--- src/rtl/asg_pkg.sv ---
package asg_pkg;
  typedef enum logic {
    SEL_B = 1'b0,
    SEL_A = 1'b1
  } asg_sel_e;

  localparam int unsigned SYNC_STAGES = 2;
endpackage

--- src/rtl/asg_noise_sync.sv ---
module asg_noise_sync #(
  parameter int unsigned STAGES = 2
) (
  input  logic clk_i,
  input  logic rst_ni,
  input  logic d_i,
  output logic q_o
);
  logic [STAGES-1:0] q;

  generate
    if (STAGES == 1) begin : g_one
      always_ff @(posedge clk_i or negedge rst_ni)
        if (!rst_ni) q <= '0;
        else         q <= d_i;
    end else begin : g_many
      always_ff @(posedge clk_i or negedge rst_ni)
        if (!rst_ni) q <= '0;
        else         q <= {q[STAGES-2:0], d_i};
    end
  endgenerate

  assign q_o = q[STAGES-1];
endmodule

--- src/rtl/asg_lfsr.sv ---
module asg_lfsr #(
  parameter int unsigned       LEN  = 127,
  parameter logic [LEN-1:0]    TAPS = '1,
  parameter logic [LEN-1:0]    FIX  = LEN'(1)
) (
  input  logic           clk_i,
  input  logic           rst_ni,
  input  logic           load_i,
  input  logic [LEN-1:0] seed_i,
  input  logic           step_i,
  output logic [LEN-1:0] state_o,
  output logic           msb_o
);
  logic [LEN-1:0] state_q;
  logic [LEN-1:0] seed_safe;
  logic           fb;

  assign seed_safe = (seed_i == '0) ? FIX : seed_i;  // lock-up guard
  assign fb        = ^(state_q & TAPS);

  always_ff @(posedge clk_i or negedge rst_ni)
    if (!rst_ni)     state_q <= FIX;
    else if (load_i) state_q <= seed_safe;
    else if (step_i) state_q <= {state_q[LEN-2:0], fb};

  assign state_o = state_q;
  assign msb_o   = state_q[LEN-1];
endmodule

--- src/rtl/noise_asg.sv ---
module noise_asg
  import asg_pkg::*;
#(
  parameter int unsigned        LEN_A  = 127,
  parameter int unsigned        LEN_B  = 129,
  parameter logic [LEN_A-1:0]   TAPS_A = 127'h6B3D_94E2_A7C1_58F6_2D9B_E40C_735A_B1C7,
  parameter logic [LEN_B-1:0]   TAPS_B = 129'h1_9E4A_3C75_D2B8_0F63_A59C_E178_4D2B,
  parameter logic [LEN_A-1:0]   FIX_A  = 127'h5555_5555_5555_5555_5555_5555_5555_5555,
  parameter logic [LEN_B-1:0]   FIX_B  = 129'h0AAAA_AAAA_AAAA_AAAA_AAAA_AAAA_AAAA_AAAA
) (
  input  logic             clk_i,
  input  logic             rst_ni,
  input  logic             load_i,
  input  logic [LEN_A-1:0] seed_a_i,
  input  logic [LEN_B-1:0] seed_b_i,
  input  logic             noise_i,
  output logic             rnd_o,
  output logic             valid_o
);
  logic             sel_raw;
  asg_sel_e         sel;
  logic [LEN_A-1:0] state_a;
  logic [LEN_B-1:0] state_b;
  logic             msb_a, msb_b;
  logic             hold_q, valid_q;

  asg_noise_sync #(.STAGES(SYNC_STAGES)) u_sync (
    .clk_i  (clk_i),
    .rst_ni (rst_ni),
    .d_i    (noise_i),
    .q_o    (sel_raw)
  );

  assign sel = asg_sel_e'(sel_raw);

  asg_lfsr #(.LEN(LEN_A), .TAPS(TAPS_A), .FIX(FIX_A)) u_reg_a (
    .clk_i   (clk_i),
    .rst_ni  (rst_ni),
    .load_i  (load_i),
    .seed_i  (seed_a_i),
    .step_i  (sel == SEL_A),
    .state_o (state_a),
    .msb_o   (msb_a)
  );

  asg_lfsr #(.LEN(LEN_B), .TAPS(TAPS_B), .FIX(FIX_B)) u_reg_b (
    .clk_i   (clk_i),
    .rst_ni  (rst_ni),
    .load_i  (load_i),
    .seed_i  (seed_b_i),
    .step_i  (sel == SEL_B),
    .state_o (state_b),
    .msb_o   (msb_b)
  );

  // first step after reset or load is flagged not valid
  always_ff @(posedge clk_i or negedge rst_ni)
    if (!rst_ni) begin
      hold_q  <= 1'b1;
      valid_q <= 1'b0;
    end else if (load_i) begin
      hold_q  <= 1'b1;
      valid_q <= 1'b0;
    end else begin
      hold_q  <= 1'b0;
      valid_q <= ~hold_q;
    end

  assign rnd_o   = msb_a ^ msb_b;
  assign valid_o = valid_q;
endmodule

--- config.mk ---
export PLATFORM = sky130hd
export DESIGN_NAME = noise_asg
export DESIGN_NICKNAME = d
export VERILOG_FILES = /design/src/rtl/asg_pkg.sv /design/src/rtl/asg_noise_sync.sv /design/src/rtl/asg_lfsr.sv /design/src/rtl/noise_asg.sv
export SDC_FILE = /design/constraint.sdc
export NUM_CORES = 1
export LEC_CHECK = 0
export ABC_AREA = 1
export BUFFER_PORTS_ARGS = -buffer_cell sky130_fd_sc_hd__buf_2
export CAP_MARGIN = 20
export CORE_ASPECT_RATIO = 0.75
export CORE_MARGIN = 3
export CORE_UTILIZATION = 57
export DETAILED_ROUTE_END_ITERATION = 10
export PLACE_DENSITY = 0.9
export SLEW_MARGIN = 20
export SYNTH_ARGS = -nofsm -noshare
export SYNTH_HDL_FRONTEND = slang
export SYNTH_SLANG_ARGS = --single-unit
--- constraint.sdc ---
create_clock -name clk_i -period 2 [get_ports clk_i]
set_input_delay 0.2 -clock clk_i [delete_from_list [all_inputs] [get_ports clk_i]]
set_output_delay 0.2 -clock clk_i [all_outputs]
set_load 0.03 [all_outputs]
==> results.cfg <==
[setup_path]
rr_startpoint = u_reg_a.state_o[108]
regToRegEndpoint = u_reg_a.state_o[0]
r2r_slack_ns = -0.04
cp.required_ns = 2.48
cp-start-kind = primary input
crit_fanout = 15
crit_path_end_kind = register
reg2reg_depth = 16
worstSetupPathType = in2reg
crit_arrival_ns = 2.65

[detailed_routing]
drtIter0Drc = 2515
first_pass_iters = 8
wirelength_um = 59100
routedWlPerCell_um = 21.8
via_count = 17200
via_per_inst = 6.35
route.antenna.remaining_nets = 0
drcViolationCount = 0

[power]
power.density_nw_per_um2 = 806
ir_worst_vdd_mv = 0.597
p_leak_nw = 9.41

[clock_tree]
clkTransAtPathRegs_ns = 0.07
cts_tree = done
ctsLongestPathBuffers = 3
cts-root-buf = clkbuf_16
htreeDepth = 1
cts_buffers = 26
clock_latency_ns = 0.54
clkSinkCount = 260

[floorplanning]
fp.dieArea_um2 = 26800
initial_core_util_pct = 58.6
ios = 262
fp.dieH_um = 143
core_um2 = 24200
die_w_um = 188
rows = 49

[sta]
setup_viol = 101
worst_pin_slew_ns = 0.630
period_needed_ns = 2.16
holdWs_ns = 0.0476
slew-limit-headroom_pct = 58.0
fin_setup_tns_ns = -7.68
layout_setup_ws_ns = -0.164
slew_violations = 0
skew_ns = 0.0193
fmax_mhz = 462
final_hold_viol_count = 0
period_share_pct = 108

[place]
place_inst = 2446
post-dp-hpwl_um = 28100
portBuffers = 261
pre_cts_ws_ns = -0.373
gp_congestion = 0.886
place_area_um2 = 16000

[global_routing]
grt_pass1_wl_um = 86200
grtUsageMet2_pct = 65.2
overflow = 0
busiest_layer = met2
grt_pass1_vias = 17000
grt_usage_pct = 39.7
grt_max_degree = 132
antenna_found_initial = 7
grt.met1_usage_pct = 48.0
gr-usage-met3_pct = 9.33

[finish]
stdcell_area_um2 = 20200
area_delta_synth_final_pct = 42.1
layout_commonest_cell = nand2_1
stdcell_count = 2713
fillers = 1260
nets = 2615
drive_gt1_share_pct = 22.7
layout_common_cells = nand2_1 (792), nand3_1 (233), dlygate4sd3_1 (223)

[hold_path]
min_from = seed_a_i[20]
hold_depth = 3
hold_path_class = in2reg
holdPathEnd = u_reg_a.state_o[20]

[run_status]
status = finished with violations
violations = negative setup slack

[yosys]
synth.distinct_cells = 29
synth_nets = 2170
seq_area_frac_synth_pct = 47.0
synth_warnings = 0
synth_top_area_share_pct = 23.9
ys_top_cells_by_area = dfstp_2 (24%), dfrtp_1 (23%), nand2_1 (22%), nand3_1 (8.5%), o21ai_0 (3.5%)
synth_seq_cells = 260
synthCells = 1910
synth_top_area_cell = dfstp_2
netlist_area_um2 = 14200
syn_avg_cell_area_um2 = 7.43

[flow_run]
maxCapViolations = 0
==> layout make-up <==
| cell class | count | area (um^2) | area share (%) |
|---|---|---|---|
| diodes | 8 | 20.0 | 0.0993 |
| well taps | 331 | 414 | 2.05 |
| clock inverters | 3 | 65.1 | 0.323 |
| clock buffers | 44 | 779 | 3.86 |
| inverters | 94 | 358 | 1.77 |
| repair buffers | 512 | 4420 | 21.9 |
| multi-input cells | 1461 | 7450 | 36.9 |
| flip-flops and latches | 260 | 6670 | 33.1 |
==> per-stage QoR <==
step | util (%) | power, mW
final | 83.3 | 16.3
after global routing | 83.3 | 16.9
after CTS | 80.1 | 15.4
after detailed placement | 66.2 | 10.1
after global placement | 66.2 | 9.84
after floorplan | - | 8.85
==> cells in the mapped netlist <==
| cell type | count |
|---|---|
| a21oi_1 | 2 |
| a21oi_2 | 1 |
| and2_0 | 2 |
| and2_1 | 1 |
| and3b_1 | 1 |
| buf_1 | 1 |
| buf_2 | 25 |
| clkbuf_1 | 69 |
| dfrtp_1 | 131 |
| dfstp_2 | 129 |
| inv_1 | 92 |
| inv_2 | 2 |
| nand2_1 | 824 |
| nand3_1 | 242 |
| nand3b_1 | 2 |
| nand4_1 | 16 |
| nor2_1 | 50 |
| nor2_4 | 2 |
| nor3_1 | 4 |
| nor4_1 | 48 |
| nor4_2 | 1 |
| o211ai_1 | 58 |
| o21ai_0 | 98 |
| o21ai_1 | 30 |
| o221ai_1 | 9 |
| or2_2 | 1 |
| xnor2_1 | 41 |
| xor2_1 | 27 |
| xor2_2 | 1 |
==> critical path: stages <==
cell           delay, ns
dlygate4sd3_1       0.58
buf_2               0.18
nor4_2              0.39
and2_0              0.22
nand4_1             0.17
buf_4               0.20
nor2_4              0.12
buf_4               0.18
clkbuf_16           0.19
o21ai_1             0.09
nand3_1             0.12
==> power breakdown <==
part	switching, mW	leakage, nW	internal (mW)
logic	2.87	6.05	1.79
clock network	2.16	0.409	2.90
registers	0.515	2.95	6.03
==> state kept, by name, indices dropped and copies added (netlist names) <==
signal / count
hold_q: 1
valid_o: 1
u_sync.q: 2
u_reg_b.state_o: 129
u_reg_a.state_o: 127
==> how the worst max path moves through the flow <==
stage,from,end,slack (ns),cells after the start
CTS,seed_a_i[79],u_reg_a.state_o[88],0.003,10
finish,seed_b_i[120],u_reg_b.state_o[49],-0.16,11
floorplan,u_reg_b.state_o[45],u_reg_b.state_o[0],0.39,12
detailed placement,seed_a_i[5],u_reg_a.state_o[88],-0.37,10
global route,seed_a_i[33],u_reg_a.state_o[94],-0.31,11
global placement,seed_a_i[5],u_reg_a.state_o[88],-0.35,10
==> metal layers <==
metal	share of wire [%]	wire length, um	vias up
met5	0.022	13	-
met4	8.6	5100	2
met3	12	6990	549
met2	46	27300	1662
met1	33	19600	7863
li1	-	-	7157
==> cells by family (layout without fill, tap and decap cells) <==
group           after synthesis  after routing  synth area share [%]
compound gates              198            198                  8.27
xor+xnor                     69             69                  4.31
buf+inv                     189            653                  5.22
flops                       260            260                  47.0
other cells                   0              8                     0
simple gates               1194           1194                  35.2
==> repair_timing <==
action,4_1_cts,5_1_grt
setup endpoints to repair,0,129
hold endpoints to repair,285,1
gates resized for setup,0,177
setup buffers,0,14
hold buffers,254,1
No activity file was read; power rests on OpenSTA's default activity.
